[src/rtl/rdcyc_pkg.sv]
package rdcyc_pkg;
  typedef enum logic [2:0] {
    ACT_IDLE,
    ACT_ARM,
    ACT_STB_UP,
    ACT_LAT_UP,
    ACT_ACK_UP,
    ACT_LAT_DN,
    ACT_ACK_DN,
    ACT_STB_DN
  } act_e;
endpackage

[src/rtl/rdcyc_sync.sv]
module rdcyc_sync #(
  parameter int STAGES = 2
) (
  input  logic clk,
  input  logic rst,
  input  logic d,
  output logic q
);
  logic [STAGES-1:0] sh;

  always_ff @(posedge clk) begin
    if (rst) sh <= '0;
    else     sh <= {sh[STAGES-2:0], d};
  end

  assign q = sh[STAGES-1];
endmodule

[src/rtl/rdcyc_seq.sv]
module rdcyc_seq
  import rdcyc_pkg::*;
#(
  parameter bit CONCURRENT = 1'b1
) (
  input  logic clk,
  input  logic rst,
  input  logic rq,
  input  logic da,
  output logic ack_o,
  output logic stb_o,
  output logic lat_o,
  output act_e act_o
);
  logic gate_up;
  logic rel_ok;
  logic arm_ok;
  act_e act;

  generate
    if (CONCURRENT) begin : g_conc
      logic armed;
      always_ff @(posedge clk) begin
        if (rst)                    armed <= 1'b0;
        else if (act == ACT_ARM)    armed <= 1'b1;
        else if (act == ACT_LAT_DN) armed <= 1'b0;
      end
      assign gate_up = armed;
      assign rel_ok  = !armed;
      assign arm_ok  = !armed;
    end else begin : g_red
      assign gate_up = 1'b1;
      assign rel_ok  = !rq;
      assign arm_ok  = 1'b0;
    end
  endgenerate

  always_comb begin
    act = ACT_IDLE;
    if (lat_o && !rq)
      act = ACT_LAT_DN;
    else if (ack_o && !lat_o && !rq && rel_ok)
      act = ACT_ACK_DN;
    else if (stb_o && !lat_o && rel_ok)
      act = ACT_STB_DN;
    else if (rq && lat_o && !ack_o)
      act = ACT_ACK_UP;
    else if (rq && stb_o && da && !lat_o && !ack_o && gate_up)
      act = ACT_LAT_UP;
    else if (rq && !stb_o && !da && !lat_o && !ack_o && gate_up)
      act = ACT_STB_UP;
    else if (rq && arm_ok && !stb_o && !da && !lat_o && !ack_o)
      act = ACT_ARM;
  end

  always_ff @(posedge clk) begin
    if (rst) begin
      ack_o <= 1'b0;
      stb_o <= 1'b0;
      lat_o <= 1'b0;
    end else begin
      case (act)
        ACT_STB_UP: stb_o <= 1'b1;
        ACT_LAT_UP: lat_o <= 1'b1;
        ACT_ACK_UP: ack_o <= 1'b1;
        ACT_LAT_DN: lat_o <= 1'b0;
        ACT_ACK_DN: ack_o <= 1'b0;
        ACT_STB_DN: stb_o <= 1'b0;
        default: ;
      endcase
    end
  end

  assign act_o = act;
endmodule

[src/rtl/rdcyc_mon.sv]
module rdcyc_mon
  import rdcyc_pkg::*;
#(
  parameter int CNT_W = 16
) (
  input  logic             clk,
  input  logic             rst,
  input  logic             rq,
  input  logic             da,
  input  logic             ack,
  input  logic             stb,
  input  act_e             act,
  output logic             err_o,
  output logic [CNT_W-1:0] cnt_o
);
  logic rq_d, da_d;
  logic bad;

  always_comb begin
    bad = 1'b0;
    if ( da && !da_d && !stb) bad = 1'b1;
    if (!da &&  da_d &&  stb) bad = 1'b1;
    if (!rq &&  rq_d && !ack) bad = 1'b1;
    if ( rq && !rq_d &&  ack) bad = 1'b1;
  end

  always_ff @(posedge clk) begin
    if (rst) begin
      rq_d  <= 1'b0;
      da_d  <= 1'b0;
      err_o <= 1'b0;
      cnt_o <= '0;
    end else begin
      rq_d <= rq;
      da_d <= da;
      if (bad) err_o <= 1'b1;
      if (act == ACT_ACK_DN) cnt_o <= cnt_o + 1'b1;
    end
  end
endmodule

[src/rtl/rdcyc_ctrl.sv]
module rdcyc_ctrl
  import rdcyc_pkg::*;
#(
  parameter int SYNC_STAGES        = 2,
  parameter int CNT_W              = 16,
  parameter bit CONCURRENT_RELEASE = 1'b1
) (
  input  logic             clk,
  input  logic             rst,
  input  logic             bus_req_i,
  input  logic             dev_ack_i,
  output logic             bus_ack_o,
  output logic             dev_strobe_o,
  output logic             latch_en_o,
  output logic             proto_err_o,
  output logic [CNT_W-1:0] cycle_cnt_o
);
  logic rq_s, da_s;
  act_e act;

  rdcyc_sync #(.STAGES(SYNC_STAGES)) u_sync_rq (
    .clk(clk), .rst(rst), .d(bus_req_i), .q(rq_s)
  );
  rdcyc_sync #(.STAGES(SYNC_STAGES)) u_sync_da (
    .clk(clk), .rst(rst), .d(dev_ack_i), .q(da_s)
  );

  rdcyc_seq #(.CONCURRENT(CONCURRENT_RELEASE)) u_seq (
    .clk(clk), .rst(rst), .rq(rq_s), .da(da_s),
    .ack_o(bus_ack_o), .stb_o(dev_strobe_o), .lat_o(latch_en_o), .act_o(act)
  );

  rdcyc_mon #(.CNT_W(CNT_W)) u_mon (
    .clk(clk), .rst(rst), .rq(rq_s), .da(da_s),
    .ack(bus_ack_o), .stb(dev_strobe_o), .act(act),
    .err_o(proto_err_o), .cnt_o(cycle_cnt_o)
  );
endmodule

[config.mk]
export PLATFORM = sky130hd
export DESIGN_NAME = rdcyc_ctrl
export DESIGN_NICKNAME = d
export VERILOG_FILES = /design/src/rtl/rdcyc_pkg.sv /design/src/rtl/rdcyc_sync.sv /design/src/rtl/rdcyc_seq.sv /design/src/rtl/rdcyc_mon.sv /design/src/rtl/rdcyc_ctrl.sv
export SDC_FILE = /design/constraint.sdc
export NUM_CORES = 1
export LEC_CHECK = 0
export BUFFER_PORTS_ARGS = -buffer_cell sky130_fd_sc_hd__buf_2
export CORE_UTILIZATION = 45
export DETAILED_ROUTE_END_ITERATION = 8
export GPL_TIMING_DRIVEN = 0
export PLACE_DENSITY = 0.76
export SLEW_MARGIN = 10
export SYNTH_ARGS = -nofsm -noshare
export SYNTH_HDL_FRONTEND = slang
export SYNTH_SLANG_ARGS = --single-unit
[constraint.sdc]
create_clock -name clk -period 4.4 [get_ports clk]
set_input_delay 0.44 -clock clk [delete_from_list [all_inputs] [get_ports clk]]
set_output_delay 0.44 -clock clk [all_outputs]
set_load 0.02 [all_outputs]
==> results of run 1 <==
-- how the worst min path moves through the flow --
stage | startpoint | to | slack [ns] | depth (start not counted)
final | dev_ack_i | u_sync_da.sh[0] | 0.32 | 2
after global routing | dev_ack_i | u_sync_da.sh[0] | 0.31 | 2
after CTS | dev_ack_i | u_sync_da.sh[0] | 0.31 | 2
after detailed placement | u_sync_da.sh[0] | u_sync_da.sh[1] | 0.43 | 1
after global placement | u_sync_da.sh[0] | u_sync_da.sh[1] | 0.42 | 1
after floorplan | u_sync_da.sh[0] | u_sync_da.sh[1] | 0.41 | 1
-- registers in the layout, indices dropped and copies added, names as in the netlist --
name / cells
u_seq.stb_o: 1
u_seq.g_conc.armed: 1
u_mon.rq_d: 1
u_sync_rq.sh: 2
u_mon.cnt_o: 16
u_mon.err_o: 1
u_seq.lat_o: 1
u_seq.ack_o: 1
u_sync_da.sh: 2
u_mon.da_d: 1
-- stage by stage --
step                      hold WS, ns  std cells   util  instance area (um^2)  worst slack (ns)
after floorplan                 0.414        123      -                  1160              2.77
after global placement          0.418        175  0.532                  1310              2.81
after detailed placement        0.427        175  0.532                  1310              2.79
after CTS                       0.312        179  0.542                  1330              2.75
after global routing            0.307        179  0.542                  1330              2.64
final                           0.318        179  0.542                  1330              2.74
-- per-layer routing --
layer | global-route usage | vias up | part of all wire
met5 | 0 | - | 0
met1 | 0.206 | 439 | 0.50
met4 | 0.0789 | 0 | 0.0070
met2 | 0.285 | 14 | 0.47
met3 | 0.0261 | 2 | 0.025
li1 | - | 476 | -
-- logic make-up (layout without fill, tap and decap cells) --
family,after synthesis,count (layout)
AOI/OAI and AO/OA,22,22
xor gates and xnor gates,8,8
adders and majority gates,1,1
buffers and inverters,8,34
DFF,27,27
muxes,2,2
and+or+nand+nor,55,55
-- cell type report --
| class | count | area (um^2) |
|---|---|---|
| well taps | 30 | 37.5 |
| repair buffers | 22 | 110 |
| multi-input cells | 88 | 561 |
| flip-flops and latches | 27 | 541 |
| clock buffers | 4 | 26.3 |
| fillers | 219 | 1120 |
| plain buffers | 5 | 45.0 |
| inverters | 3 | 11.3 |
-- layout by cell type (no fill, tap or decap), types with 2 or more instances in the layout --
cell type  count
buf_2         22
or4_1          2
nand3_1        3
xor2_1         7
clkbuf_1       2
o21ai_0        4
nor3_1         2
o31ai_1        2
clkbuf_4       3
dfxtp_1       27
a21oi_1       11
nand4_1        5
o21ai_1        3
nor2_1        15
or3_1          4
nor2b_1        8
nand2_1        5
buf_6          3
inv_1          3
-- worst reg2reg max path: cells and delay by family (launching register included) --
kind	cells	cell delay, ns
DFF	1	0.47
and+or+nand+nor	3	0.79
buffers and inverters	1	0.20
AOI/OAI and AO/OA	1	0.14
-- report_power, final --
| part | switching [mW] | internal (mW) | leakage [nW] |
|---|---|---|---|
| clock network | 0.0707 | 0.0355 | 0.0150 |
| registers | 0.00220 | 0.248 | 0.219 |
| logic | 0.00794 | 0.00620 | 0.288 |
==> impl_metrics.json, run 1 <==
{
  "outcome": "complete, no violations",
  "rsz0062_at_grt": "no",
  "startpoint": "u_seq.ack_o",
  "initialDrtViolationCount": 15,
  "cp.required_ns": 4.66,
  "hold_viol": 0,
  "crit_end": "u_mon.cnt_o[14]",
  "synth_compound_area_frac": 0.104,
  "synthSimpleGateAreaFrac": 0.291,
  "syn_nets": 128,
  "h-tree-depth": 1,
  "synth_mux_area_frac": 0.0184,
  "vias": 931,
  "clk_pin_slew_ns": 0.14,
  "cts_hold_buffers": 0,
  "yosysWarnings": 0,
  "synth_edf_count": 0,
  "yosys.area.top_type": "dfxtp_1",
  "grt_pass1_wl_mm": 3.40,
  "syn_inst": 123,
  "r2r_cells": 5,
  "syn_area_um2": 1160,
  "cp-end-kind": "register",
  "post-cts-setup-buffers": 0,
  "die_w_um": 52.7,
  "antenna_found_initial": 0,
  "skew_ns": 0.00624,
  "hold_path.class": "input pin to register",
  "row_count": 18,
  "grt_pass1_vias": 794,
  "drc_errors": 0,
  "ys_ff_latch": 27,
  "relSlewSlack": 0.731,
  "rrSetupSlack_ns": 2.74,
  "critical-path-top-delay-family": "simple AND/OR/NAND/NOR gates",
  "clockBufferDepth": 2,
  "min_period_ns": 1.66,
  "fp.dieArea_um2": 2780,
  "root_buffer": "clkbuf_4",
  "synth.most_common_cell": "dfxtp_1",
  "synth_top_family_by_area": "simple AND/OR/NAND/NOR gates",
  "dieHeight_um": 52.7,
  "avgSynthCellArea_um2": 9.41,
  "worstReg2RegEnd": "u_mon.cnt_o[14]",
  "total_power_uw": 370,
  "grt_use_total": 0.168,
  "clk_latency_ns": 0.32,
  "drtPass1Iterations": 6,
  "overflow": 0,
  "synth_top_area_frac": 0.467,
  "tns_ns": 0,
  "p_leak_nw": 0.522,
  "ys.flop_type": "dfxtp_1",
  "synthArstFlopShare": 0,
  "setup_violations": 0,
  "vdd_ir_drop_max_mv": 0.200,
  "grt_max_degree": 15,
  "place_hpwl_mm": 1.55,
  "synth_xor_area_frac": 0.0605,
  "cp.depth": 5,
  "port_buffers": 22,
  "worstPathArrival_ns": 1.92,
  "path_cells": "nor4b_4 > buf_6 > nand3_4 > or3_1 > a21oi_1",
  "drive_gt1_frac": 0.235,
  "drv_slew": 0,
  "yosys.area_share.adder": 0.0108,
  "start_util": 0.471,
  "max_freq_mhz": 604,
  "fin_crit_sh": 0.376,
  "ys_types": 35,
  "io_pins": 24,
  "detail-route-antenna-nets": 0,
  "synth_common_cells": "dfxtp_1 (27), nor2_1 (15), a21oi_1 (11)",
  "area_delta_synth_final_pct": 15.0,
  "clock-sinks": 27,
  "yosys-top-cells-area": "dfxtp_1 (47%), xor2_1 (5.3%), nor2_1 (4.9%)",
  "critPathLaunchType": "register",
  "crit_path_max_fanout": 10,
  "wl_mm": 2.15,
  "cts_tree": "done",
  "path_buf_inv": 1,
  "vias_per_cell": 5.20,
  "numCtsBuffers": 3,
  "cts_resized": 0,
  "post_drt_wl_per_cell_um": 12.0,
  "fp.coreArea_um2": 2450,
  "slowest_delay_ns": 0.47,
  "gp_congestion": 0.873,
  "worst_pin_slew_ns": 0.404,
  "max-cap-violations": 0,
  "powerDensity_nw_per_um2": 278,
  "cpMaxStageDelayCell": "dfxtp_1",
  "yosysSeqAreaShare": 0.467,
  "n_antenna_cell": 0,
  "crit_type": "register to register",
  "nets": 155,
  "r2r_start": "u_seq.ack_o"
}
Note: power is estimated with default switching activity, not from simulation.
==> run 2: changes to the inputs <==
--- a/config.mk
+++ b/config.mk
@@ -9,7 +9,7 @@
 export CORE_UTILIZATION = 45
 export DETAILED_ROUTE_END_ITERATION = 8
 export GPL_TIMING_DRIVEN = 0
-export PLACE_DENSITY = 0.76
+export PLACE_DENSITY = 0.78
 export SLEW_MARGIN = 10
 export SYNTH_ARGS = -nofsm -noshare
 export SYNTH_HDL_FRONTEND = slang
==> constraint.sdc (replaced) <==
create_clock -name clk -period 1.5 [get_ports clk]
set_input_delay 0.15 -clock clk [delete_from_list [all_inputs] [get_ports clk]]
set_output_delay 0.15 -clock clk [all_outputs]
set_load 0.02 [all_outputs]
==> run 2 against run 1 <==
The flow now finishes with violations (negative setup slack); clock skew fell by 0.0034 ns; first-iteration DRC count rose by 13%; routed wire length up 8.9%; total power rose to 2.9 times the previous value; sequential power increased to 2.9 times the previous value; worst setup slack worse by 2.8 ns; sequential share of layout area fell by 2.3 points; non-clock buffer count increased by 9; utilization up 4.8 points; via count is 5.9% higher; register-to-register slack worse by 2.8 ns; sequential cell count is the same; highest routed layer unchanged.
==> impl_metrics.json, run 2 (synthesis gave the netlist of run 1 again) <==
{
  "outcome": "finished, violations left",
  "violations": "negative setup slack",
  "largest_register_ffs": 16,
  "grt_pass1_wl_mm": 3.62,
  "post_drt_wl_per_cell_um": 12.5,
  "setup_violations": 6,
  "clk_latency_ns": 0.32,
  "cts_hold_buffers": 0,
  "cp-end-kind": "register",
  "detail-route-antenna-nets": 0,
  "drive_gt1_frac": 0.380,
  "place_hpwl_mm": 1.58,
  "regMostFlops": "u_mon.cnt_o",
  "cp.required_ns": 1.76,
  "drv_slew": 0,
  "clock-sinks": 27,
  "dieHeight_um": 52.7,
  "hold_path_end": "u_sync_da.sh[0]",
  "powerDensity_nw_per_um2": 749,
  "fp.dieArea_um2": 2780,
  "hold_viol": 0,
  "grt_use_total": 0.181,
  "rsz0062_at_grt": "yes",
  "port_buffers": 22,
  "drtPass1Iterations": 5,
  "dpl.cell_count": 175,
  "worst_pin_slew_ns": 0.430,
  "relSlewSlack": 0.713,
  "initialDrtViolationCount": 17,
  "cts_tree": "done",
  "max-cap-violations": 0,
  "critPathLaunchType": "register",
  "root_buffer": "clkbuf_4",
  "gp_congestion": 0.860,
  "area_delta_synth_final_pct": 25.2,
  "skew_ns": 0.00286,
  "p_leak_nw": 0.576,
  "r2r_cells": 4,
  "fill_cells": 221,
  "start_util": 0.471,
  "grt_util_met1": 0.231,
  "use_met3": 0.0261,
  "fp.coreArea_um2": 2450,
  "tns_ns": -0.171,
  "antenna_found_initial": 0,
  "r2r_start": "u_seq.lat_o",
  "hold_path.class": "input pin to register",
  "grt_use_met2": 0.287,
  "vias": 986,
  "fin_crit_sh": 1.03,
  "drc_errors": 0,
  "wl_mm": 2.34,
  "worstPathArrival_ns": 1.81,
  "clk_pin_slew_ns": 0.14,
  "grt_max_degree": 16,
  "final_cell_mix": "buf_2 (22), dfxtp_1 (19), nor2_1 (14)",
  "utilization": 0.590,
  "vdd_ir_drop_max_mv": 0.592,
  "stdcell_count": 188,
  "hold_start": "dev_ack_i",
  "io_pins": 24,
  "layout_commonest_cell": "buf_2",
  "row_count": 18,
  "worstReg2RegEnd": "u_mon.cnt_o[13]",
  "crit_type": "register to register",
  "die_w_um": 52.7,
  "min_period_ns": 1.55,
  "busiest_layer": "met2",
  "max_freq_mhz": 645,
  "hold_ws_ns": 0.0263,
  "grt_pass1_vias": 840,
  "crit_path_max_fanout": 6,
  "reg.largest.list": "u_mon.cnt_o x16, u_sync_da.sh x2, u_sync_rq.sh x2",
  "h-tree-depth": 1,
  "dpl-instance-area_um2": 1310,
  "design_area_um2": 1450,
  "worst_slack_ns": -0.0496,
  "numCtsBuffers": 3,
  "rrSetupSlack_ns": -0.05,
  "holdPathStages": 2,
  "overflow": 0,
  "vias_per_cell": 5.24,
  "clockBufferDepth": 2,
  "nets": 164,
  "n_antenna_cell": 0,
  "startpoint": "u_seq.lat_o"
}
-- run 2: cell count changes in the layout (fill, tap and decap cells not counted), moves of 2 or more --
cell | previous run | this run
buf_4 | 1 | 8
a21oi_2 | 0 | 2
buf_6 | 3 | 5
a21oi_1 | 11 | 9
dfxtp_2 | 0 | 6
dfxtp_1 | 27 | 19
dfxtp_4 | 0 | 2
-- run 2: worst max-delay path, stage by stage (launching register included) --
cell	delay, ns
dfxtp_4	0.40
nor4b_4	0.34
nand2_2	0.14
or4_1	0.48
a21oi_1	0.14
-- run 2: layout make-up --
cell class,count,area (um^2),share of cell area
Clock inverter,1,5.00,0.00345
Buffer,4,33.8,0.0233
Timing Repair Buffer,32,196,0.136
Tap cell,30,37.5,0.0259
Clock buffer,3,22.5,0.0155
Multi-Input combinational cell,88,587,0.405
Sequential cell,27,556,0.383
Inverter,3,11.3,0.00777
-- run 2: stage by stage --
stage	total power, mW	setup slack (ns)
after floorplan	0.779	0.00402
after global placement	0.789	-0.0514
after detailed placement	0.791	-0.0984
after CTS	1.09	-0.0582
after global routing	1.13	-0.158
final	1.09	-0.0496
-- run 2: worst max path at each step --
stage	end
after detailed placement	u_mon.cnt_o[14]
after floorplan	u_mon.cnt_o[13]
after CTS	u_mon.cnt_o[13]
after global placement	u_mon.cnt_o[14]
final	u_mon.cnt_o[13]
after global routing	u_mon.cnt_o[15]
-- run 2: timing repair --
item	CTS	global route
buffers inserted	7	3
endpoints found under the setup margin	6	13
pin swaps	7	11
gates resized for setup	2	11
-- run 2: where the power goes --
group	leakage (nW)	switching (mW)	total [mW]	internal (mW)
clock network	0.0177	0.213	0.313	0.0998
logic	0.335	0.0240	0.0417	0.0178
registers	0.223	0.00727	0.731	0.724
-- run 2: routing by layer --
| layer | share of wire | wire length, um |
|---|---|---|
| met1 | 0.46 | 1080 |
| met2 | 0.50 | 1160 |
| met3 | 0.027 | 63 |
| met4 | 0.013 | 30 |
| met5 | 0 | 0 |
==> run 3: changes to the inputs <==
--- a/config.mk
+++ b/config.mk
@@ -5,6 +5,7 @@
 export SDC_FILE = /design/constraint.sdc
 export NUM_CORES = 1
 export LEC_CHECK = 0
+export ABC_AREA = 1
 export BUFFER_PORTS_ARGS = -buffer_cell sky130_fd_sc_hd__buf_2
 export CORE_UTILIZATION = 45
 export DETAILED_ROUTE_END_ITERATION = 8
==> run 3 against run 2 <==
The flow now finishes without violations; clock power down 1%; worst setup slack improved by 0.13 ns; synthesized cell count rose by 41%; sequential power up 2%.
==> impl_metrics.json, run 3 <==
{
  "worst_slack_ns": 0.0790,
  "fp.coreArea_um2": 2540,
  "path_cells": "ha_4 > inv_2 > nor3_4 > nand2_2 > nor2_1 > nand2_1 > nor2_1 > nand2_1 > nand2_1 > nor2_1",
  "start_util": 0.487,
  "skew_ns": 0.00887,
  "layout_commonest_cell": "nand2_1",
  "hold_ws_ns": 0.0259,
  "cp.required_ns": 1.73,
  "crit_path_max_fanout": 3,
  "die_w_um": 54.5,
  "post_drt_wl_per_cell_um": 10.5,
  "r2r_cells": 10,
  "dp_worst_setup_slack_ns": 0.0452,
  "setup_violations": 0,
  "syn_inst": 173,
  "root_buffer": "clkbuf_4",
  "crit_type": "register to register",
  "hold_viol": 0,
  "rrSetupSlack_ns": 0.08,
  "syn_nets": 178,
  "place_hpwl_mm": 1.76,
  "gp_congestion": 0.757,
  "clockBufferDepth": 2,
  "avgSynthCellArea_um2": 7.17,
  "clk_latency_ns": 0.32,
  "cpMaxStageDelayCell": "dfxtp_4",
  "yosysWarnings": 0,
  "drive_gt1_frac": 0.225,
  "overflow": 0,
  "ys_ff_latch": 27,
  "max_freq_mhz": 704,
  "hold_path.class": "input pin to register",
  "fp.dieArea_um2": 2970,
  "drv_slew": 0,
  "regMostFlops": "u_mon.cnt_o",
  "yosys-top-cells-area": "dfxtp_1 (44%), nand2_1 (9.7%), nor2_1 (8.8%)",
  "final_cell_mix": "nand2_1 (32), nor2_1 (28), dfxtp_1 (25)",
  "fin_crit_sh": 0.947,
  "vias_per_cell": 4.93,
  "area_delta_synth_final_pct": 19.1,
  "dpl-instance-area_um2": 1390,
  "hold_path_end": "u_sync_rq.sh[0]",
  "detail-route-antenna-nets": 0,
  "relSlewSlack": 0.679,
  "ys_types": 29,
  "n_antenna_cell": 0,
  "grt_pass1_vias": 969,
  "synth_edf_count": 0,
  "yosys.area.top_type": "dfxtp_1",
  "critPathLaunchType": "register",
  "row_count": 18,
  "dieHeight_um": 54.5,
  "min_period_ns": 1.42,
  "antenna_found_initial": 0,
  "synthArstFlopShare": 0,
  "synth_common_cells": "nand2_1 (32), nor2_1 (29), dfxtp_1 (27)",
  "hold_start": "bus_req_i",
  "synth.most_common_cell": "nand2_1",
  "max-cap-violations": 0,
  "grt_use_total": 0.191,
  "p_leak_nw": 0.637,
  "design_area_um2": 1480,
  "vias": 1153,
  "grt_pass1_wl_mm": 4.06,
  "wl_mm": 2.46,
  "drtPass1Iterations": 4,
  "outcome": "complete, no violations",
  "r2r_start": "u_mon.cnt_o[1]",
  "largest_register_ffs": 16,
  "slowest_delay_ns": 0.40,
  "port_buffers": 22,
  "numCtsBuffers": 3,
  "h-tree-depth": 1,
  "clock-sinks": 27,
  "io_pins": 24,
  "total_power_mw": 1.15,
  "holdPathStages": 3,
  "nets": 210,
  "reg.largest.list": "u_mon.cnt_o x16, u_sync_da.sh x2, u_sync_rq.sh x2",
  "clk_pin_slew_ns": 0.14,
  "utilization": 0.580,
  "cp-end-kind": "register",
  "worst_pin_slew_ns": 0.478,
  "worstReg2RegEnd": "u_mon.cnt_o[14]",
  "initialDrtViolationCount": 21,
  "drc_errors": 0,
  "vdd_ir_drop_max_mv": 0.644,
  "grt_max_degree": 15,
  "worstPathArrival_ns": 1.65,
  "yosysSeqAreaShare": 0.436,
  "rsz0062_at_grt": "yes",
  "powerDensity_nw_per_um2": 778,
  "syn_area_um2": 1240,
  "ys.flop_type": "dfxtp_1",
  "cts_tree": "done",
  "synth_top_area_frac": 0.436
}
-- run 3: cell count changes in the layout (fill, tap and decap cells not counted), sizes merged, moves of 3 or more --
cell,before,now
nand2,6,34
and4,3,0
buf,35,28
a31oi,0,4
nor3,2,7
or3,4,0
nor2,15,32
xor2,7,1
inv,3,27
nor2b,8,0
nand3,4,8
-- run 3: how the worst max path moves through the flow --
stage	start	endpoint	slack, ns	depth (start not counted)
after CTS	u_mon.cnt_o[1]	u_mon.cnt_o[13]	0.02	7
after detailed placement	u_mon.cnt_o[1]	u_mon.cnt_o[10]	0.05	7
after floorplan	u_mon.cnt_o[0]	u_mon.cnt_o[10]	0.06	7
final	u_mon.cnt_o[1]	u_mon.cnt_o[14]	0.08	10
after global placement	u_mon.cnt_o[0]	u_mon.cnt_o[10]	0.08	7
after global routing	u_mon.cnt_o[4]	u_mon.cnt_o[9]	-0.14	5
-- run 3: layer usage --
| layer | part of all wire | up-vias | global-route usage |
|---|---|---|---|
| li1 | - | 624 | - |
| met5 | 0 | - | 0 |
| met1 | 0.49 | 511 | 0.255 |
| met3 | 0.035 | 0 | 0.0583 |
| met2 | 0.48 | 18 | 0.309 |
| met4 | 0 | 0 | 0.0256 |
-- run 3: power by group --
group	switching [mW]	leakage [nW]	total (mW)	internal, mW
Clock	0.205	0.0150	0.309	0.104
Sequential	0.0135	0.220	0.743	0.730
Combinational	0.0613	0.401	0.0967	0.0354
Total	0.279	0.637	1.15	0.869
-- run 3: cell families after synthesis --
| group | share of synthesized area |
|---|---|
| XOR/XNOR | 0.0141 |
| flip-flops | 0.436 |
| buffers and inverters | 0.0999 |
| AND/OR/NAND/NOR | 0.312 |
| adder cells (fa/ha/maj) | 0.0101 |
| AO/OA/AOI/OAI | 0.128 |
-- run 3: stage by stage --
stage               instances  setup TNS, ns
finish                    234              0
floorplan                 173              0
detailed placement        225              0
CTS                       229              0
global route              234         -0.275
global placement          225              0
-- run 3: area by class of cell --
cell class,instances,area [um^2]
buffer,4,20.0
tap,30,37.5
sequential,27,548
multi-input combinational,115,591
timing repair buffer,27,150
fill,252,1070
clock buffer,4,26.3
inverter,27,104
-- run 3: timing repair --
action / in CTS / in global routing
hold endpoints to repair: 0 / 1
gates resized for setup: 0 / 8
hold buffers: 0 / 1
setup endpoints to repair: 0 / 7
buffers inserted: 0 / 4
-- run 3: worst max-delay path, delay by kind of cell, from the launching register on --
family / cells / cell delay, ns
adder cells (fa/ha/maj): 1 / 0.15
buffers and inverters: 1 / 0.04
flip-flops: 1 / 0.40
AND/OR/NAND/NOR: 8 / 0.74
